## src/rtl/acc_alu.sv

```systemverilog
module acc_alu #(
  parameter int W = 8
) (
  input  logic [3:0]   op,
  input  logic [W-1:0] acc_i,
  input  logic [W-1:0] opnd_i,
  input  logic [3:0]   flg_i,
  output logic [W-1:0] res_o,
  output logic         acc_we_o,
  output logic [3:0]   flg_o
);
  localparam logic [3:0] OP_ADD = 4'd0, OP_ADC = 4'd1, OP_SUB = 4'd2, OP_CMP = 4'd3,
                         OP_AND = 4'd4, OP_OR  = 4'd5, OP_XOR = 4'd6, OP_INC = 4'd7,
                         OP_DEC = 4'd8, OP_RLC = 4'd9, OP_RRC = 4'd10, OP_RAL = 4'd11,
                         OP_RAR = 4'd12;

  logic         cy_in;
  logic [W:0]   sum;
  logic [W:0]   dif;
  logic [W-1:0] val;
  logic         cy_nx;
  logic         szp_upd;

  assign cy_in = flg_i[0];
  assign sum   = {1'b0, acc_i} + {1'b0, opnd_i} + {{W{1'b0}}, (op == OP_ADC) & cy_in};
  assign dif   = {1'b0, acc_i} - {1'b0, opnd_i};

  always_comb begin
    res_o    = acc_i;
    val      = acc_i;
    acc_we_o = 1'b0;
    cy_nx    = cy_in;
    szp_upd  = 1'b0;
    case (op)
      OP_ADD, OP_ADC: begin
        res_o = sum[W-1:0]; val = res_o; acc_we_o = 1'b1; cy_nx = sum[W]; szp_upd = 1'b1;
      end
      OP_SUB: begin
        res_o = dif[W-1:0]; val = res_o; acc_we_o = 1'b1; cy_nx = dif[W]; szp_upd = 1'b1;
      end
      OP_CMP: begin
        val = dif[W-1:0]; cy_nx = dif[W]; szp_upd = 1'b1;
      end
      OP_AND, OP_OR, OP_XOR: begin
        res_o = (op == OP_AND) ? (acc_i & opnd_i) :
                (op == OP_OR)  ? (acc_i | opnd_i) : (acc_i ^ opnd_i);
        val = res_o; acc_we_o = 1'b1; cy_nx = 1'b0; szp_upd = 1'b1;
      end
      OP_INC, OP_DEC: begin
        res_o = (op == OP_INC) ? opnd_i + 1'b1 : opnd_i - 1'b1;
        val = res_o; szp_upd = 1'b1;
      end
      OP_RLC: begin
        res_o = {acc_i[W-2:0], acc_i[W-1]}; acc_we_o = 1'b1; cy_nx = acc_i[W-1];
      end
      OP_RRC: begin
        res_o = {acc_i[0], acc_i[W-1:1]}; acc_we_o = 1'b1; cy_nx = acc_i[0];
      end
      OP_RAL: begin
        res_o = {acc_i[W-2:0], cy_in}; acc_we_o = 1'b1; cy_nx = acc_i[W-1];
      end
      OP_RAR: begin
        res_o = {cy_in, acc_i[W-1:1]}; acc_we_o = 1'b1; cy_nx = acc_i[0];
      end
      default: ;
    endcase
  end

  assign flg_o = szp_upd ? {val[W-1], ~|val, ~^val, cy_nx} : {flg_i[3:1], cy_nx};

  always_comb begin
    if (op == OP_CMP) begin
      AST_CMP_NO_WRITE: assert (!acc_we_o && res_o == acc_i);
      AST_CMP_FLAGS: assert (flg_o[0] == (acc_i < opnd_i) && flg_o[2] == (acc_i == opnd_i));
    end
    if (op == OP_AND || op == OP_OR || op == OP_XOR)
      AST_LOGIC_CY_CLEAR: assert (!flg_o[0] && acc_we_o);
    if (op == OP_INC || op == OP_DEC)
      AST_STEP_CY_HOLD: assert (flg_o[0] == flg_i[0] && !acc_we_o);
    if (op >= OP_RLC && op <= OP_RAR)
      AST_ROT_SZP_HOLD: assert (flg_o[3:1] == flg_i[3:1]);
    if (op > OP_RAR)
      AST_PASS_IDLE: assert (flg_o == flg_i && !acc_we_o && res_o == acc_i);
  end
endmodule

```

## config.mk

```make
export PLATFORM = sky130hd
export DESIGN_NAME = acc_alu
export DESIGN_NICKNAME = d
export VERILOG_FILES = /design/src/rtl/acc_alu.sv
export SDC_FILE = /design/constraint.sdc
export NUM_CORES = 1
export LEC_CHECK = 0
export ABC_AREA = 1
export BUFFER_PORTS_ARGS = -buffer_cell sky130_fd_sc_hd__buf_4
export CAP_MARGIN = 20
export CORE_MARGIN = 2
export CORE_UTILIZATION = 50
export DETAILED_ROUTE_END_ITERATION = 8
export GPL_TIMING_DRIVEN = 0
export PLACE_DENSITY_LB_ADDON = 0.05
export SKIP_LAST_GASP = 1
export SYNTH_ARGS = -nofsm -noshare
export SYNTH_HDL_FRONTEND = slang
export SYNTH_SLANG_ARGS = --single-unit
```

## constraint.sdc

```tcl
create_clock -name vclk -period 6.6
set_clock_uncertainty 0.2 [all_clocks]
set_input_delay 0.66 -clock vclk [all_inputs]
set_output_delay 0.66 -clock vclk [all_outputs]
set_load 0.03 [all_outputs]
```

==> metrics, run 1 <==
Initial Util 0.516; # nets final 518; minimum clock period 4.84 ns; count leader, synth nand2_1; RSZ-0062 raised after global routing no; die width 71.1 um; Layout Area Growth over Synthesis 15.2%; gp weighted congestion 0.959; Cells after Synth 417; Post-DP Area 0.00259 mm2; Fillers 477; Post-DP HPWL 6.00 mm; fmax 207 MHz; largest net degree at the start of global routing 11; grt met2 use 0.506; Slew HR 0.508; Pleak 1.52 nW; average cell area after synthesis 5.39 um2; first-pass GRT wire length 12.5 mm; clock buf count 0; Post-Syn Nets 479; leading area contributor after synthesis nand2_1; core area 0.00435 mm2; Peak VDD IR 0.0527 mV; Post-Route WL 7.48 mm; total grt overflow 0; CP Max Fanout 6; Power per Cell Area 97.7 mW/mm2; Hold Violations, Final 0; register area 0 um2; Synth top cells by count 114 x nand2_1, 60 x inv_1, 50 x nor2_1; Ports 37; worst hold-check path type in -> out; Ant. Diodes 0; worst path arrival time 3.98 ns; initial antenna violation count 0; Post-CTS Hold Fix Bufs 0; share of cells above drive strength 1 0.148; Synth top area share 0.190; CP Capture Type output port; DRT antenna net count 0; Slew @ Worst Pin 0.735 ns; vias in the first global route 2651; CP startpoint kind input port; status completed; drt wl/cell 14.8 um; WP data required 5.74 ns; Iter 0 DRT Violations 197; post-route insts no fill 506; sequential element share of the synthesized area 0; Final setup viols 0; total of max-cap violations 0; std cell rows 24; met1 Track Usage GR 0.420; setup TNS 0 ns; Seq cells 0; Resized Gates After CTS 0; synthesized area 0.00225 mm2; Cells after DPL 506; met3 Track Usage GR 0.0285; synth unique cells 31; DR DRC count 0; routed via count 2827; port buffer count 37; fin crit share 0.733; die height 71.1 um; # Post-CTS Setup Buffers 0; top cells by area, synth nand2_1 19%, ha_1 19%, inv_1 10%; CP Class in -> out; Slew Limit Fails 0; Synth warnings 0; Layout Cell Area excl Fill 0.00259 mm2; vias per std cell 5.59; 1st-pass router iterations 5; grt peak-use layer met2; GRT Overall Usage 0.306; die area 0.00505 mm2
==> critical path: stages <==
cell and delay [ns]:
buf_4 0.14, nor2_1 0.24, nand3_1 0.13, fa_1 0.44, fa_1 0.38, inv_1 0.10
nand3_1 0.08, nand2_1 0.17, nand2_1 0.09, nand2_1 0.06, nand2_1 0.05, nand3_1 0.10
nand2_1 0.06, nor3_1 0.35, ha_1 0.32, xor2_1 0.17, xor2_1 0.16, o21ai_1 0.12
buf_4 0.17
==> worst paths after layout <==
check,start,end,cells after the start
worst max-delay path,op[2],flg_o[1],19
worst min-delay path,flg_i[3],flg_o[3],4
==> power breakdown <==
group          switching [mW]  total [mW]  internal, mW
Combinational           0.161       0.253        0.0918
Sequential                  0           0             0
Clock                       0           0             0
Total                   0.161       0.253        0.0918
==> kinds of logic after synthesis <==
logic type                 Yosys count  share of synthesized area
and+or+nand+nor                    245                      0.484
buffers and inverters               73                      0.126
AOI/OAI and AO/OA                   54                      0.138
adders and majority gates           38                      0.225
xor gates and xnor gates             7                     0.0273
==> per-stage QoR <==
stage           util  worst slack (ns)  power, mW  hold WS (ns)
2_1_floorplan      -              2.32      0.170          1.34
3_3_place_gp   0.595              1.79      0.247          1.44
3_5_place_dp   0.595              1.83      0.249          1.44
4_1_cts        0.595              1.80      0.251          1.45
5_1_grt        0.595              1.57      0.280          1.48
6_report       0.595              1.76      0.253          1.44
==> layout by cell type, fill, tap and decap left out, drive strengths merged <==
| master | count |
|---|---|
| xor2 | 5 |
| or2 | 4 |
| nor3b | 1 |
| nand3 | 43 |
| nor2 | 57 |
| o21ai | 23 |
| xnor2 | 2 |
| fa | 4 |
| nand3b | 3 |
| a21oi | 20 |
| ha | 34 |
| and2 | 1 |
| nor3 | 8 |
| nand2 | 116 |
| clkbuf | 2 |
| buf | 41 |
| o22ai | 2 |
| inv | 67 |
| nand4 | 12 |
| a22oi | 9 |
==> metal layers <==
| layer | up-vias | wire (um) |
|---|---|---|
| met1 | 1264 | 3440 |
| met2 | 115 | 3340 |
| met3 | 26 | 426 |
| li1 | 1422 | - |
| met5 | - | 0 |
| met4 | 0 | 270 |
==> layout make-up <==
cell class / count / area (um2) / area share
Buffer: 6 / 31.3 / 0.0121
Inverter: 67 / 251 / 0.0971
Multi-Input combinational cell: 344 / 1970 / 0.759
Tap cell: 52 / 65.1 / 0.0251
Timing Repair Buffer: 37 / 278 / 0.107
(Power assumes the default switching activity.)
==> run 2, diff against run 1 <==
--- a/config.mk
+++ b/config.mk
@@ -5,7 +5,7 @@
 export SDC_FILE = /design/constraint.sdc
 export NUM_CORES = 1
 export LEC_CHECK = 0
-export ABC_AREA = 1
+export ABC_AREA = 0
 export BUFFER_PORTS_ARGS = -buffer_cell sky130_fd_sc_hd__buf_4
 export CAP_MARGIN = 20
 export CORE_MARGIN = 2
==> constraint.sdc (replaced) <==
create_clock -name vclk -period 4.9
set_clock_uncertainty 0.2 [all_clocks]
set_input_delay 0.49 -clock vclk [all_inputs]
set_output_delay 0.49 -clock vclk [all_outputs]
set_load 0.03 [all_outputs]
==> metrics, run 2 <==
die height 71.1 um (about the same); Critical path origin op[2] (unchanged); worst hold margin 1.14 ns (was 1.44 ns); gp weighted congestion 0.925 (was 0.959); Initial Util 0.517 (was 0.516); Synth top area share 0.189 (was 0.190); leading cell types in the layout, fill and taps excluded 40 x buf_4, 34 x ha_1, 28 x nor2_1, 27 x inv_1, 18 x o21ai_0 (was 114 x nand2_1, 60 x inv_1, 50 x nor2_1, 43 x nand3_1, 38 x buf_4); Post-Route WL 7.30 mm (was 7.48 mm); commonest non-fill, non-tap cell in the layout buf_4 (was nand2_1); grt peak-use layer met2 (unchanged); port buffer count 35 (was 37); drt wl/cell 18.3 um (was 14.8 um); vias per std cell 6.44 (was 5.59); leading area contributor after synthesis ha_1 (was nand2_1); register area 0 um2 (unchanged); Post-Syn Nets 373 (was 479); Cells after DPL 398 (was 506); post-synthesis adder-cell area fraction 0.229 (was 0.225); grt met2 use 0.458 (was 0.506); Ant. Diodes 0 (unchanged); initial antenna violation count 0 (unchanged); share of cells above drive strength 1 0.202 (was 0.148); Post-DP HPWL 5.72 mm (was 6.00 mm); Synth warnings 0 (unchanged); routed via count 2571 (was 2827); Final setup viols 0 (unchanged); std cell rows 24 (unchanged); Iter 0 DRT Violations 304 (was 197); minimum clock period 4.69 ns; worst hold-check path type in -> out (unchanged); met1 Track Usage GR 0.421 (was 0.420); largest net degree at the start of global routing 11 (unchanged); post-route insts no fill 399 (was 506); RSZ-0062 raised after global routing no (unchanged); worst path arrival time 4.00 ns (was 3.98 ns); Slew @ Worst Pin 0.934 ns (was 0.735 ns); # nets final 411 (was 518); Slew HR 0.376 (was 0.508); Peak VDD IR 0.0681 mV (was 0.0527 mV); Post-CTS Hold Fix Bufs 0 (unchanged); average cell area after synthesis 7.24 um2 (was 5.39 um2); die area 0.00505 mm2 (about the same); clock buf count 0 (unchanged); met3 Track Usage GR 0.0356 (was 0.0285); core area 0.00435 mm2 (unchanged); top cells by area, synth ha_1 19%, mux2i_1 5.8%, nor2_1 4.7% (was nand2_1 19%, ha_1 19%, inv_1 10%); largest family of logic cells by synthesized area compound AO/OA/AOI/OAI gates (was simple AND/OR/NAND/NOR gates); Core Util, Final 0.596 (was 0.595); CP Max Fanout 9 (was 6); DR DRC count 0 (unchanged); fin crit share 0.957; sequential element share of the synthesized area 0 (unchanged); Pleak 1.18 nW (was 1.52 nW); Ports 37 (unchanged); Hold Violations, Final 0 (unchanged); Layout Area Growth over Synthesis 15.2% (about the same); 1st-pass router iterations 5 (unchanged); Slew Limit Fails 0 (unchanged); Synth top cells by count 34 x ha_1, 28 x nor2_1, 27 x inv_1 (was 114 x nand2_1, 60 x inv_1, 50 x nor2_1); Power per Cell Area 137 mW/mm2 (was 97.7 mW/mm2); first-pass GRT wire length 11.9 mm (was 12.5 mm); mux contribution to synthesized area 0.0628 (was 0); synthesized area 0.00225 mm2 (about the same); fmax 213 MHz; CP startpoint kind input port (unchanged); total grt overflow 0 (unchanged); Seq cells 0 (unchanged); die width 71.1 um (about the same); GRT Overall Usage 0.289 (was 0.306); CP Capture Type output port (unchanged); Cells after Synth 311 (was 417); Compound-Gate Fraction of Synth Area 0.342 (was 0.138); synthesized-area fraction occupied by and/or/nand/nor cells 0.242 (was 0.484); xor and xnor area share after synthesis 0.0311 (was 0.0273); WP data required 4.21 ns (was 5.74 ns); total of max-cap violations 0 (unchanged); synth unique cells 74 (was 31); vias in the first global route 2359 (was 2651); CP Class in -> out (unchanged); count leader, synth ha_1 (was nand2_1); Hold Path Origin flg_i[2] (was flg_i[3]); status completed (unchanged); Min-Delay Path Depth 4 (unchanged); DRT antenna net count 0 (unchanged); hold endpoint flg_o[2] (was flg_o[3])
run 2: cell count changes after synthesis, moves of 7 or more:
cell / before / now
mux2i_1: 0 / 13
inv_1: 60 / 27
inv_2: 7 / 0
nor2_1: 50 / 28
nand2_1: 114 / 15
nand3_1: 43 / 6
o22ai_1: 2 / 9
nand4_1: 12 / 3
nand2b_1: 0 / 8
run 2: kinds of logic (layout without fill, tap and decap cells):
family / count (synthesis) / count (layout)
mux: 14 / 14
xor+xnor: 8 / 8
simple gates: 97 / 97
fa+ha+maj: 39 / 39
buf+inv: 47 / 83
compound gates: 106 / 106
run 2: area by class of cell:
type                       count  area [um2]
multi-input combinational    264        2050
buffer                        19         104
fill                         436        1760
inverter                      28         106
timing repair buffer          36         270
tap                           52        65.1
run 2: power breakdown:
| part | switching [mW] | internal (mW) | total (mW) |
|---|---|---|---|
| Clock | 0 | 0 | 0 |
| Combinational | 0.206 | 0.149 | 0.354 |
| Sequential | 0 | 0 | 0 |
run 2: critical path, cell delays in order:
cell,delay [ns]
buf_4,0.15
nor2b_4,0.33
nand3_2,0.26
ha_1,0.40
o21ai_0,0.32
o211ai_1,0.16
a221oi_1,0.49
mux2i_1,0.36
a31o_1,0.20
ha_1,0.23
xnor2_1,0.20
xnor2_1,0.09
a21oi_1,0.15
buf_4,0.17
run 2: routing by layer:
layer	vias up	share of wire
li1	1244	-
met1	1208	0.45
met2	111	0.45
met3	8	0.084
met4	0	0.011
met5	-	0
run 2: timing repair:
| action | 4_1_cts | 5_1_grt |
|---|---|---|
| buffers inserted | 0 | 1 |
| resized for setup | 1 | 2 |
| cloned | 0 | 0 |
| endpoints found under the setup margin | 1 | 1 |
| pin swaps | 1 | 1 |
run 2: how the worst max path moves through the flow:
stage	end	cells past startpoint
5_1_grt	flg_o[1]	14
6_report	flg_o[1]	14
3_3_place_gp	flg_o[1]	16
2_1_floorplan	flg_o[1]	14
4_1_cts	flg_o[1]	16
3_5_place_dp	flg_o[1]	16
run 2: stage by stage:
stage / setup TNS, ns / power, mW / cell area (um2) / setup slack [ns]
floorplan: 0 / 0.245 / 2250 / 0.411
global placement: -0.210 / 0.345 / 2580 / -0.210
detailed placement: -0.202 / 0.348 / 2580 / -0.202
CTS: 0 / 0.349 / 2580 / 0.00113
global route: 0 / 0.386 / 2590 / 0.00665
finish: 0 / 0.354 / 2590 / 0.209
==> run 3, diff against run 2 <==
==> constraint.sdc (replaced) <==
create_clock -name vclk -period 4.3
set_clock_uncertainty 0.2 [all_clocks]
set_input_delay 0.43 -clock vclk [all_inputs]
set_output_delay 0.43 -clock vclk [all_outputs]
set_load 0.03 [all_outputs]
==> metrics, run 3 (synthesis results as in run 2) <==
std cell rows 24 (unchanged); share of cells above drive strength 1 0.239 (was 0.202); first-pass GRT wire length 12.0 mm (was 11.9 mm); fmax 236 MHz; Post-DP HPWL 5.71 mm (was 5.72 mm); minimum clock period 4.23 ns; vias in the first global route 2375 (was 2359); die area 0.00505 mm2 (unchanged); delay-heaviest family, CP adder cells (was compound AO/OA/AOI/OAI gates); crit-path max cell delay 0.40 ns (was 0.49 ns); drt wl/cell 18.6 um (was 18.3 um); DRT antenna net count 0 (unchanged); crit-path cells buf_4 > buf_8 > nor3_4 > nand3_2 > fa_2 > fa_2 > nor2b_4 > o31a_1 > mux2i_1 > a21oi_2 > a41o_1 > ha_1 > xnor2_2 > xnor2_1 > a21oi_2 > buf_6 (was buf_4 > nor2b_4 > nand3_2 > ha_1 > o21ai_0 > o211ai_1 > a221oi_1 > mux2i_1 > a31o_1 > ha_1 > xnor2_1 > xnor2_1 > a21oi_1 > buf_4); Layout Area Growth over Synthesis 20.0% (was 15.2%); CP Buf/Inv Count 3 (was 2); total of max-cap violations 0 (unchanged); WP data required 3.67 ns (was 4.21 ns); die width 71.1 um (unchanged); leading cell types in the layout, fill and taps excluded 43 x buf_4, 34 x ha_1, 28 x nor2_1, 27 x inv_1, 17 x o21ai_0 (was 40 x buf_4, 34 x ha_1, 28 x nor2_1, 27 x inv_1, 18 x o21ai_0); Power per Cell Area 160 mW/mm2 (was 137 mW/mm2); GRT Overall Usage 0.293 (was 0.289); Post-CTS Hold Fix Bufs 0 (unchanged); Ports 37 (unchanged); worst hold-check path type in -> out (unchanged); worst path arrival time 3.60 ns (was 4.00 ns); setup TNS 0 ns (unchanged); Hold Path Origin flg_i[2] (unchanged); Final Power 0.432 mW (was 0.354 mW); Min-Delay Path Depth 4 (unchanged); port buffer count 35 (unchanged); Post-Route WL 7.49 mm (was 7.30 mm); routed via count 2637 (was 2571); CP Capture Type output port (unchanged); hold endpoint flg_o[2] (unchanged); Hold Violations, Final 0 (unchanged); Peak VDD IR 0.0982 mV (was 0.0681 mV); Iter 0 DRT Violations 395 (was 304); RSZ-0062 raised after global routing no (unchanged); fin crit share 0.984; # nets final 415 (was 411); initial antenna violation count 0 (unchanged); Pleak 1.22 nW (was 1.18 nW); Fillers 425 (was 436); CP startpoint kind input port (unchanged); die height 71.1 um (unchanged); Slew HR 0.380 (was 0.376); gp weighted congestion 0.927 (was 0.925); 1st-pass router iterations 8 (was 5); Seq cells 0 (unchanged); core area 0.00435 mm2 (unchanged); CP max-delay cell fa_2 (was a221oi_1); total grt overflow 0 (unchanged); vias per std cell 6.54 (was 6.44); Ant. Diodes 0 (unchanged); DR DRC count 0 (unchanged); register area 0 um2 (unchanged); clock buf count 0 (unchanged); largest net degree at the start of global routing 16 (was 11); status completed (unchanged); Initial Util 0.517 (unchanged); Slew @ Worst Pin 0.928 ns (was 0.934 ns); Slew Limit Fails 0 (unchanged); commonest non-fill, non-tap cell in the layout buf_4 (unchanged); CP Class in -> out (unchanged); CP Max Fanout 3 (was 9); Final setup viols 0 (unchanged)
==> run 3: cell count changes in the layout (fill, tap and decap cells not counted), moves of 2 or more <==
cell     change
a21oi_1      -2
fa_2         +2
buf_4        +3
fa_1         -2
a21oi_2      +2
==> run 3: layer usage <==
metal | vias to the layer above | GRT usage | part of all wire
met5 | - | 0 | 0
met4 | 0 | 0.0314 | 0.014
met3 | 12 | 0.0199 | 0.10
met2 | 143 | 0.480 | 0.45
met1 | 1234 | 0.437 | 0.43
li1 | 1248 | - | -
==> run 3: per-stage QoR <==
stage | cells | worst slack, ns | cell area (um2) | hold slack [ns] | util
after floorplan | 311 | 0.0949 | 2250 | 0.860 | -
after global placement | 398 | -0.709 | 2580 | 1.02 | 0.593
after detailed placement | 398 | -0.687 | 2580 | 1.02 | 0.593
after CTS | 401 | 0.0250 | 2660 | 1.02 | 0.611
after global routing | 403 | 0.00235 | 2700 | 1.05 | 0.620
final | 403 | 0.0669 | 2700 | 1.03 | 0.620
==> run 3: power by group <==
part	internal [mW]	switching (mW)	total [mW]
registers	0	0	0
logic	0.184	0.247	0.432
clock network	0	0	0
total	0.184	0.247	0.432
==> run 3: area by class of cell <==
| cell class | count | area, um2 | area share |
|---|---|---|---|
| multi-input cells | 264 | 2110 | 0.782 |
| repair buffers | 41 | 312 | 0.115 |
| plain buffers | 18 | 106 | 0.0394 |
| inverters | 28 | 106 | 0.0394 |
| well taps | 52 | 65.1 | 0.0241 |
==> run 3: worst max path at each step <==
stage / start / to / slack, ns / cells past startpoint
after floorplan: op[1] / flg_o[1] / 0.09 / 14
after global placement: op[1] / flg_o[1] / -0.71 / 16
after detailed placement: op[1] / flg_o[1] / -0.69 / 16
after CTS: op[3] / flg_o[1] / 0.02 / 16
after global routing: op[3] / flg_o[1] / 0.002 / 16
final: op[3] / flg_o[1] / 0.07 / 16
==> run 3: repair_timing <==
action / CTS / global route
setup endpoints to repair: 2 / 1
setup buffers: 4 / 2
pin swaps: 11 / 8
resized for setup: 14 / 6
